<file path="src/rtl/cem_pkg.sv">
package cem_pkg;

  typedef enum logic [1:0] {
    IRQ_OFF  = 2'd0,
    IRQ_EACH = 2'd1,
    IRQ_SAT  = 2'd2,
    IRQ_RSV  = 2'd3
  } irq_mode_e;

  localparam int OFF_CTRL = 'h00;
  localparam int OFF_MASK = 'h04;
  localparam int OFF_RAW  = 'h08;
  localparam int OFF_CLR  = 'h0C;
  localparam int OFF_VAL0 = 'h24;
  localparam int OFF_CFG0 = 'h34;
  localparam int STRIDE   = 4;

  // counter n sits one word below counter n-1
  function automatic int cfg_off(input int idx);
    return OFF_CFG0 - STRIDE * idx;
  endfunction

  function automatic int val_off(input int idx);
    return OFF_VAL0 - STRIDE * idx;
  endfunction

endpackage

</file>
<file path="src/rtl/cem_regs.sv">
module cem_regs
  import cem_pkg::*;
#(
  parameter int NUM_CNT = 2,
  parameter int DATA_W  = 32,
  parameter int SRC_W   = 4,
  parameter int ADDR_W  = 8
) (
  input  logic                           clk,
  input  logic                           rst_n,
  input  logic [ADDR_W-1:0]              addr,
  input  logic                           we,
  input  logic [DATA_W-1:0]              wdata,
  input  logic [NUM_CNT-1:0][DATA_W-1:0] cnt_val,
  input  logic                           raw_q,
  output logic [DATA_W-1:0]              rdata,
  output logic                           run_en,
  output logic                           mask_q,
  output logic                           clr_pulse,
  output logic [NUM_CNT-1:0]             cnt_clr,
  output logic [NUM_CNT-1:0]             val_wr,
  output logic [NUM_CNT-1:0][SRC_W-1:0]  cfg_src,
  output logic [NUM_CNT-1:0][1:0]        cfg_mode
);

  localparam int CFG_W = SRC_W + 2;

  logic hit_ctrl, hit_mask, hit_raw, hit_clr;
  logic [NUM_CNT-1:0] hit_cfg, hit_val;

  assign hit_ctrl = (addr == ADDR_W'(OFF_CTRL));
  assign hit_mask = (addr == ADDR_W'(OFF_MASK));
  assign hit_raw  = (addr == ADDR_W'(OFF_RAW));
  assign hit_clr  = (addr == ADDR_W'(OFF_CLR));

  assign clr_pulse = we & hit_clr & wdata[0];

  always_ff @(posedge clk or negedge rst_n) begin
    if (!rst_n) begin
      run_en <= 1'b0;
      mask_q <= 1'b0;
    end else if (we) begin
      if (hit_ctrl) run_en <= wdata[0];
      if (hit_mask) mask_q <= wdata[0];
    end
  end

  for (genvar n = 0; n < NUM_CNT; n++) begin : g_cnt_regs
    logic [CFG_W-1:0] cfg_q;

    assign hit_cfg[n] = (addr == ADDR_W'(cfg_off(n)));
    assign hit_val[n] = (addr == ADDR_W'(val_off(n)));
    assign val_wr[n]  = we & hit_val[n];
    assign cnt_clr[n] = we & hit_ctrl & wdata[n+1];

    always_ff @(posedge clk or negedge rst_n) begin
      if (!rst_n)                cfg_q <= '0;
      else if (we && hit_cfg[n]) cfg_q <= wdata[CFG_W-1:0];
    end

    assign cfg_src[n]  = cfg_q[CFG_W-1:2];
    assign cfg_mode[n] = cfg_q[1:0];
  end

  always_comb begin
    rdata = '0;
    if (hit_ctrl) rdata[0] = run_en;
    if (hit_mask) rdata[0] = mask_q;
    if (hit_raw)  rdata[0] = raw_q;
    for (int n = 0; n < NUM_CNT; n++) begin
      if (hit_cfg[n]) rdata = DATA_W'({cfg_src[n], cfg_mode[n]});
      if (hit_val[n]) rdata = cnt_val[n];
    end
  end

endmodule

</file>
<file path="src/rtl/cem_counter.sv">
module cem_counter
  import cem_pkg::*;
#(
  parameter int CNT_W   = 32,
  parameter int NUM_EVT = 15,
  parameter int SRC_W   = 4
) (
  input  logic               clk,
  input  logic               rst_n,
  input  logic               run,
  input  logic [SRC_W-1:0]   src,
  input  logic [1:0]         mode,
  input  logic [NUM_EVT-1:0] evt_in,
  input  logic               clr,
  input  logic               wr,
  input  logic [CNT_W-1:0]   wdata,
  output logic [CNT_W-1:0]   cnt_q,
  output logic               inc_fire,
  output logic               ld_ok,
  output logic               trig
);

  localparam logic [CNT_W-1:0] TOP = '1;

  function automatic logic [CNT_W-1:0] sat_step(input logic [CNT_W-1:0] v);
    return (v == TOP) ? v : v + CNT_W'(1);
  endfunction

  function automatic logic reaches_top(input logic [CNT_W-1:0] v);
    return v == (TOP - CNT_W'(1));
  endfunction

  logic sel_evt;
  logic at_top;
  irq_mode_e mode_e;

  always_comb begin
    sel_evt = 1'b0;
    for (int k = 0; k < NUM_EVT; k++)
      if (int'(src) == k + 1) sel_evt = evt_in[k];
  end

  assign mode_e   = irq_mode_e'(mode);
  assign at_top   = (cnt_q == TOP);
  assign ld_ok    = wr & (src == '0) & ~clr;
  assign inc_fire = run & sel_evt & ~at_top & ~clr & ~ld_ok;

  always_comb begin
    unique case (mode_e)
      IRQ_EACH: trig = inc_fire;
      IRQ_SAT:  trig = inc_fire & reaches_top(cnt_q);
      default:  trig = 1'b0;
    endcase
  end

  always_ff @(posedge clk or negedge rst_n) begin
    if (!rst_n)        cnt_q <= '0;
    else if (clr)      cnt_q <= '0;
    else if (ld_ok)    cnt_q <= wdata;
    else if (inc_fire) cnt_q <= sat_step(cnt_q);
  end

endmodule

</file>
<file path="src/rtl/cem_irq.sv">
module cem_irq #(
  parameter int NUM_CNT = 2
) (
  input  logic               clk,
  input  logic               rst_n,
  input  logic [NUM_CNT-1:0] trig,
  input  logic               clr_pulse,
  input  logic               mask_q,
  output logic               trig_any,
  output logic               raw_q,
  output logic               irq_out
);

  assign trig_any = |trig;

  // a fresh trigger wins over a clear in the same cycle
  always_ff @(posedge clk or negedge rst_n) begin
    if (!rst_n)         raw_q <= 1'b0;
    else if (trig_any)  raw_q <= 1'b1;
    else if (clr_pulse) raw_q <= 1'b0;
  end

  assign irq_out = raw_q & mask_q;

endmodule

</file>
<file path="src/rtl/cache_evt_mon.sv">
module cache_evt_mon
  import cem_pkg::*;
#(
  parameter int NUM_CNT = 2,
  parameter int CNT_W   = 32,
  parameter int NUM_EVT = 15,
  parameter int SRC_W   = 4,
  parameter int ADDR_W  = 8
) (
  input  logic               clk,
  input  logic               rst_n,
  input  logic               mon_on,
  input  logic [NUM_EVT-1:0] evt_in,
  input  logic [ADDR_W-1:0]  bus_addr,
  input  logic               bus_we,
  input  logic [CNT_W-1:0]   bus_wdata,
  output logic [CNT_W-1:0]   bus_rdata,
  output logic               irq_out
);

  logic [NUM_CNT-1:0][CNT_W-1:0] cnt_q;
  logic [NUM_CNT-1:0][SRC_W-1:0] cfg_src;
  logic [NUM_CNT-1:0][1:0]       cfg_mode;
  logic [NUM_CNT-1:0]            cnt_clr, val_wr, cnt_ld, cnt_inc, cnt_trig, src_nz;
  logic run_en, mask_q, clr_pulse, raw_q, trig_any, cnt_run;

  assign cnt_run = run_en & mon_on;

  cem_regs #(
    .NUM_CNT(NUM_CNT), .DATA_W(CNT_W), .SRC_W(SRC_W), .ADDR_W(ADDR_W)
  ) u_regs (
    .clk(clk), .rst_n(rst_n), .addr(bus_addr), .we(bus_we), .wdata(bus_wdata),
    .cnt_val(cnt_q), .raw_q(raw_q), .rdata(bus_rdata), .run_en(run_en),
    .mask_q(mask_q), .clr_pulse(clr_pulse), .cnt_clr(cnt_clr), .val_wr(val_wr),
    .cfg_src(cfg_src), .cfg_mode(cfg_mode)
  );

  for (genvar n = 0; n < NUM_CNT; n++) begin : g_cnt
    assign src_nz[n] = |cfg_src[n];
    cem_counter #(
      .CNT_W(CNT_W), .NUM_EVT(NUM_EVT), .SRC_W(SRC_W)
    ) u_cnt (
      .clk(clk), .rst_n(rst_n), .run(cnt_run), .src(cfg_src[n]),
      .mode(cfg_mode[n]), .evt_in(evt_in), .clr(cnt_clr[n]), .wr(val_wr[n]),
      .wdata(bus_wdata), .cnt_q(cnt_q[n]), .inc_fire(cnt_inc[n]),
      .ld_ok(cnt_ld[n]), .trig(cnt_trig[n])
    );
  end

  cem_irq #(.NUM_CNT(NUM_CNT)) u_irq (
    .clk(clk), .rst_n(rst_n), .trig(cnt_trig), .clr_pulse(clr_pulse),
    .mask_q(mask_q), .trig_any(trig_any), .raw_q(raw_q), .irq_out(irq_out)
  );

endmodule

</file>
<file path="config.mk">
export PLATFORM = sky130hd
export DESIGN_NAME = cache_evt_mon
export DESIGN_NICKNAME = d
export VERILOG_FILES = /design/src/rtl/cem_pkg.sv /design/src/rtl/cem_regs.sv /design/src/rtl/cem_counter.sv /design/src/rtl/cem_irq.sv /design/src/rtl/cache_evt_mon.sv
export SDC_FILE = /design/constraint.sdc
export NUM_CORES = 1
export LEC_CHECK = 0
export BUFFER_PORTS_ARGS = -buffer_cell sky130_fd_sc_hd__buf_2
export CORE_MARGIN = 2
export CORE_UTILIZATION = 25
export DETAILED_ROUTE_END_ITERATION = 8
export GPL_TIMING_DRIVEN = 1
export PLACE_DENSITY_LB_ADDON = 0.1
export SLEW_MARGIN = 20
export SYNTH_ARGS = -nofsm -noshare
export SYNTH_HDL_FRONTEND = slang
export SYNTH_SLANG_ARGS = --single-unit
</file>
<file path="constraint.sdc">
create_clock -name clk -period 4.7 [get_ports clk]
set_input_delay 0.94 -clock clk [delete_from_list [all_inputs] [get_ports clk]]
set_output_delay 0.94 -clock clk [all_outputs]
set_load 0.01 [all_outputs]
</file>
==> flow_summary.json <==
{
  "grt_max_degree": 41,
  "io_buffers": 91,
  "max_freq_ghz": 0.263,
  "synth-edff-count": 0,
  "die_h_um": 158,
  "drcViolationCount": 0,
  "synth_cell_type_count": 79,
  "path_class": "in2out",
  "status": "finished, final reports clean",
  "synth_seq_cells": 79,
  "clkSinkCount": 79,
  "start_kind": "input port",
  "reg2reg_depth": 7,
  "area_delta_synth_final_pct": 17.1,
  "core_um2": 23400,
  "clkLatencyLatePin_ns": 0.35,
  "syn-num-nets": 768,
  "synthArstFlopShare_pct": 100,
  "slowest_stage": "or4b_1",
  "grt_pass1_wl_um": 39600,
  "synth_area_per_cell_um2": 8.49,
  "layout_setup_ws_ns": 0.904,
  "cp.required_ns": 3.76,
  "synth_ff_type": "dfrtp_1",
  "via_per_inst": 5.74,
  "whs_endpoint": "u_regs.mask_q$_DFFE_PN0P_",
  "pin_count": 92,
  "worst-path-max-fanout": 21,
  "placed_area_um2": 6670,
  "rsz0062_at_grt": "false",
  "synth_commonest_cells": "dfrtp_1, nand2_1, o21ai_0, a21oi_1, nand3_1",
  "diodes": 0,
  "grt.overflow.total": 0,
  "cp_num_buf_inv": 3,
  "drtPass1Iterations": 5,
  "drive_above_1_share_pct": 20.5,
  "dp_slack_ns": 0.890,
  "yosys-top-cells-area": "dfrtp_1, o21ai_0, nand2_1",
  "r2r_end": "u_irq.raw_q$_DFFE_PN0P_",
  "place_inst": 1077,
  "ir_worst_vdd_mv": 0.132,
  "yosysMostFrequentCell": "dfrtp_1",
  "period_minus_slack_ns": 3.80,
  "maxSlewHeadroom_pct": 27.4,
  "initial_utilization_pct": 25.4,
  "min_path_type": "reg2reg",
  "finalMaxSlewViolations": 0,
  "syn_inst": 701,
  "syn-cell-area_um2": 5950,
  "post_cts_resized": 0,
  "reg2reg_slack_ns": 1.32,
  "vias": 6276,
  "holdPathStages": 1,
  "antenna_found_initial": 0,
  "reg2reg_from": "u_regs.g_cnt_regs[1].cfg_q[3]$_DFFE_PN0P_",
  "dp_hpwl_um": 18900,
  "p_leak_nw": 2.76,
  "gp_congestion": 0.835,
  "cp_cell_sequence": "buf_2 > or4b_1 > nor2_4 > buf_4 > a22o_1 > buf_2",
  "cts-buffers-inserted": 9,
  "ant_nets": 0,
  "design.final.nets": 836,
  "power_per_cell_area_nw_per_um2": 251,
  "synth_top_area_share_pct": 33.2,
  "finClkSkew_ns": 0.00683,
  "routed_wl_um": 26200,
  "fin_setup_tns_ns": 0,
  "clk_path_buf_depth": 2,
  "drt_iter0_drc": 549,
  "setup_viol": 0,
  "cp.arrival_ns": 2.86,
  "cts_tree": "built",
  "fin_crit_sh_pct": 80.8,
  "clkTransAtPathRegs_ns": 0.06,
  "fin_area_um2": 6970,
  "hold_violations": 0,
  "ys_warn_count": 0,
  "instances_no_fill": 1093,
  "critPathLaunch": "bus_addr[3]",
  "min_from": "u_regs.mask_q$_DFFE_PN0P_",
  "grt_use_total_pct": 21.3,
  "yosys.area.top_type": "dfrtp_1",
  "placementRows": 56,
  "critPathTopFamily": "simple AND/OR/NAND/NOR gates",
  "seq_area_frac_synth_pct": 33.2,
  "cts-root-buf": "clkbuf_16",
  "cts.htree.levels": 3,
  "die_w_um": 158,
  "wl_per_cell_um": 24.0,
  "cap_violations": 0,
  "max_stage_delay_ns": 0.62,
  "dieArea_um2": 25100,
  "crit_top_cell": "buf_2",
  "worst_setup_path_end_kind": "primary output",
  "worst_pin_slew_ns": 1.09,
  "cts_setup_buffers": 0,
  "grt_pass1_vias": 6034,
  "ctsHoldBuffers": 0
}
==> metal layers <==
metal / vias to the layer above / part of all wire, % / global-route usage (%)
li1: 2847 / - / -
met1: 3201 / 47 / 30.4
met2: 184 / 46 / 32.7
met3: 44 / 4.9 / 3.10
met4: 0 / 2.4 / 7.21
met5: - / 0 / 0
==> how the worst max path moves through the flow <==
stage / slack [ns] / to / cells after the start
2_1_floorplan: 1.25 / bus_rdata[13] / 5
3_3_place_gp: 0.92 / bus_rdata[7] / 7
3_5_place_dp: 0.89 / bus_rdata[7] / 7
4_1_cts: 0.89 / bus_rdata[7] / 7
5_1_grt: 0.77 / bus_rdata[9] / 7
6_report: 0.90 / bus_rdata[8] / 6
==> power by group <==
| group | leakage (nW) | total, mW | internal (mW) | switching (mW) |
|---|---|---|---|---|
| logic | 1.56 | 0.202 | 0.0867 | 0.115 |
| registers | 1.05 | 0.797 | 0.719 | 0.0788 |
| clock network | 0.146 | 0.750 | 0.427 | 0.322 |
==> layout make-up <==
class,count,area [um2]
Clock buffer,11,243
Inverter,21,78.8
Fill cell,2553,16400
Multi-Input combinational cell,553,3650
Sequential cell,79,1980
Timing Repair Buffer,105,563
Clock inverter,5,56.3
Tap cell,319,399
==> sequential cells by signal, summed over array words and instances, names as in the netlist <==
signal and flops:
u_regs.run_en 1, u_irq.raw_q 1, g_cnt.u_cnt.cnt_q 64, u_regs.mask_q 1
u_regs.g_cnt_regs.cfg_q 12
==> cells by family after synthesis <==
| logic type | Yosys count | share of synthesized area, % |
|---|---|---|
| AO/OA/AOI/OAI | 221 | 25.5 |
| AND/OR/NAND/NOR | 277 | 26.1 |
| XOR/XNOR | 15 | 2.21 |
| adder cells (fa/ha/maj) | 8 | 1.68 |
| buffers and inverters | 69 | 5.51 |
| flip-flops | 79 | 33.2 |
| multiplexers | 32 | 5.76 |
==> stage by stage <==
stage	utilization [%]	hold slack, ns	power (mW)
floorplan	-	0.494	0.898
global placement	28.5	0.518	1.00
detailed placement	28.5	0.520	1.01
CTS	29.8	0.535	1.76
global route	29.8	0.553	1.82
finish	29.8	0.528	1.75
==> cells in the final DEF, fill, tap and decap left out, types with 15 or more instances in the layout <==
cell and instances:
buf_2 90, dfrtp_1 79, nand2_1 61, o21ai_0 59, a21oi_1 41, nand3_1 38, nor2_1 36, a22o_1 26
inv_1 21, nand4_1 20, nor4_1 19, nor3_1 19, mux2_2 18, buf_4 15
Note: power is estimated with default switching activity, not from simulation.
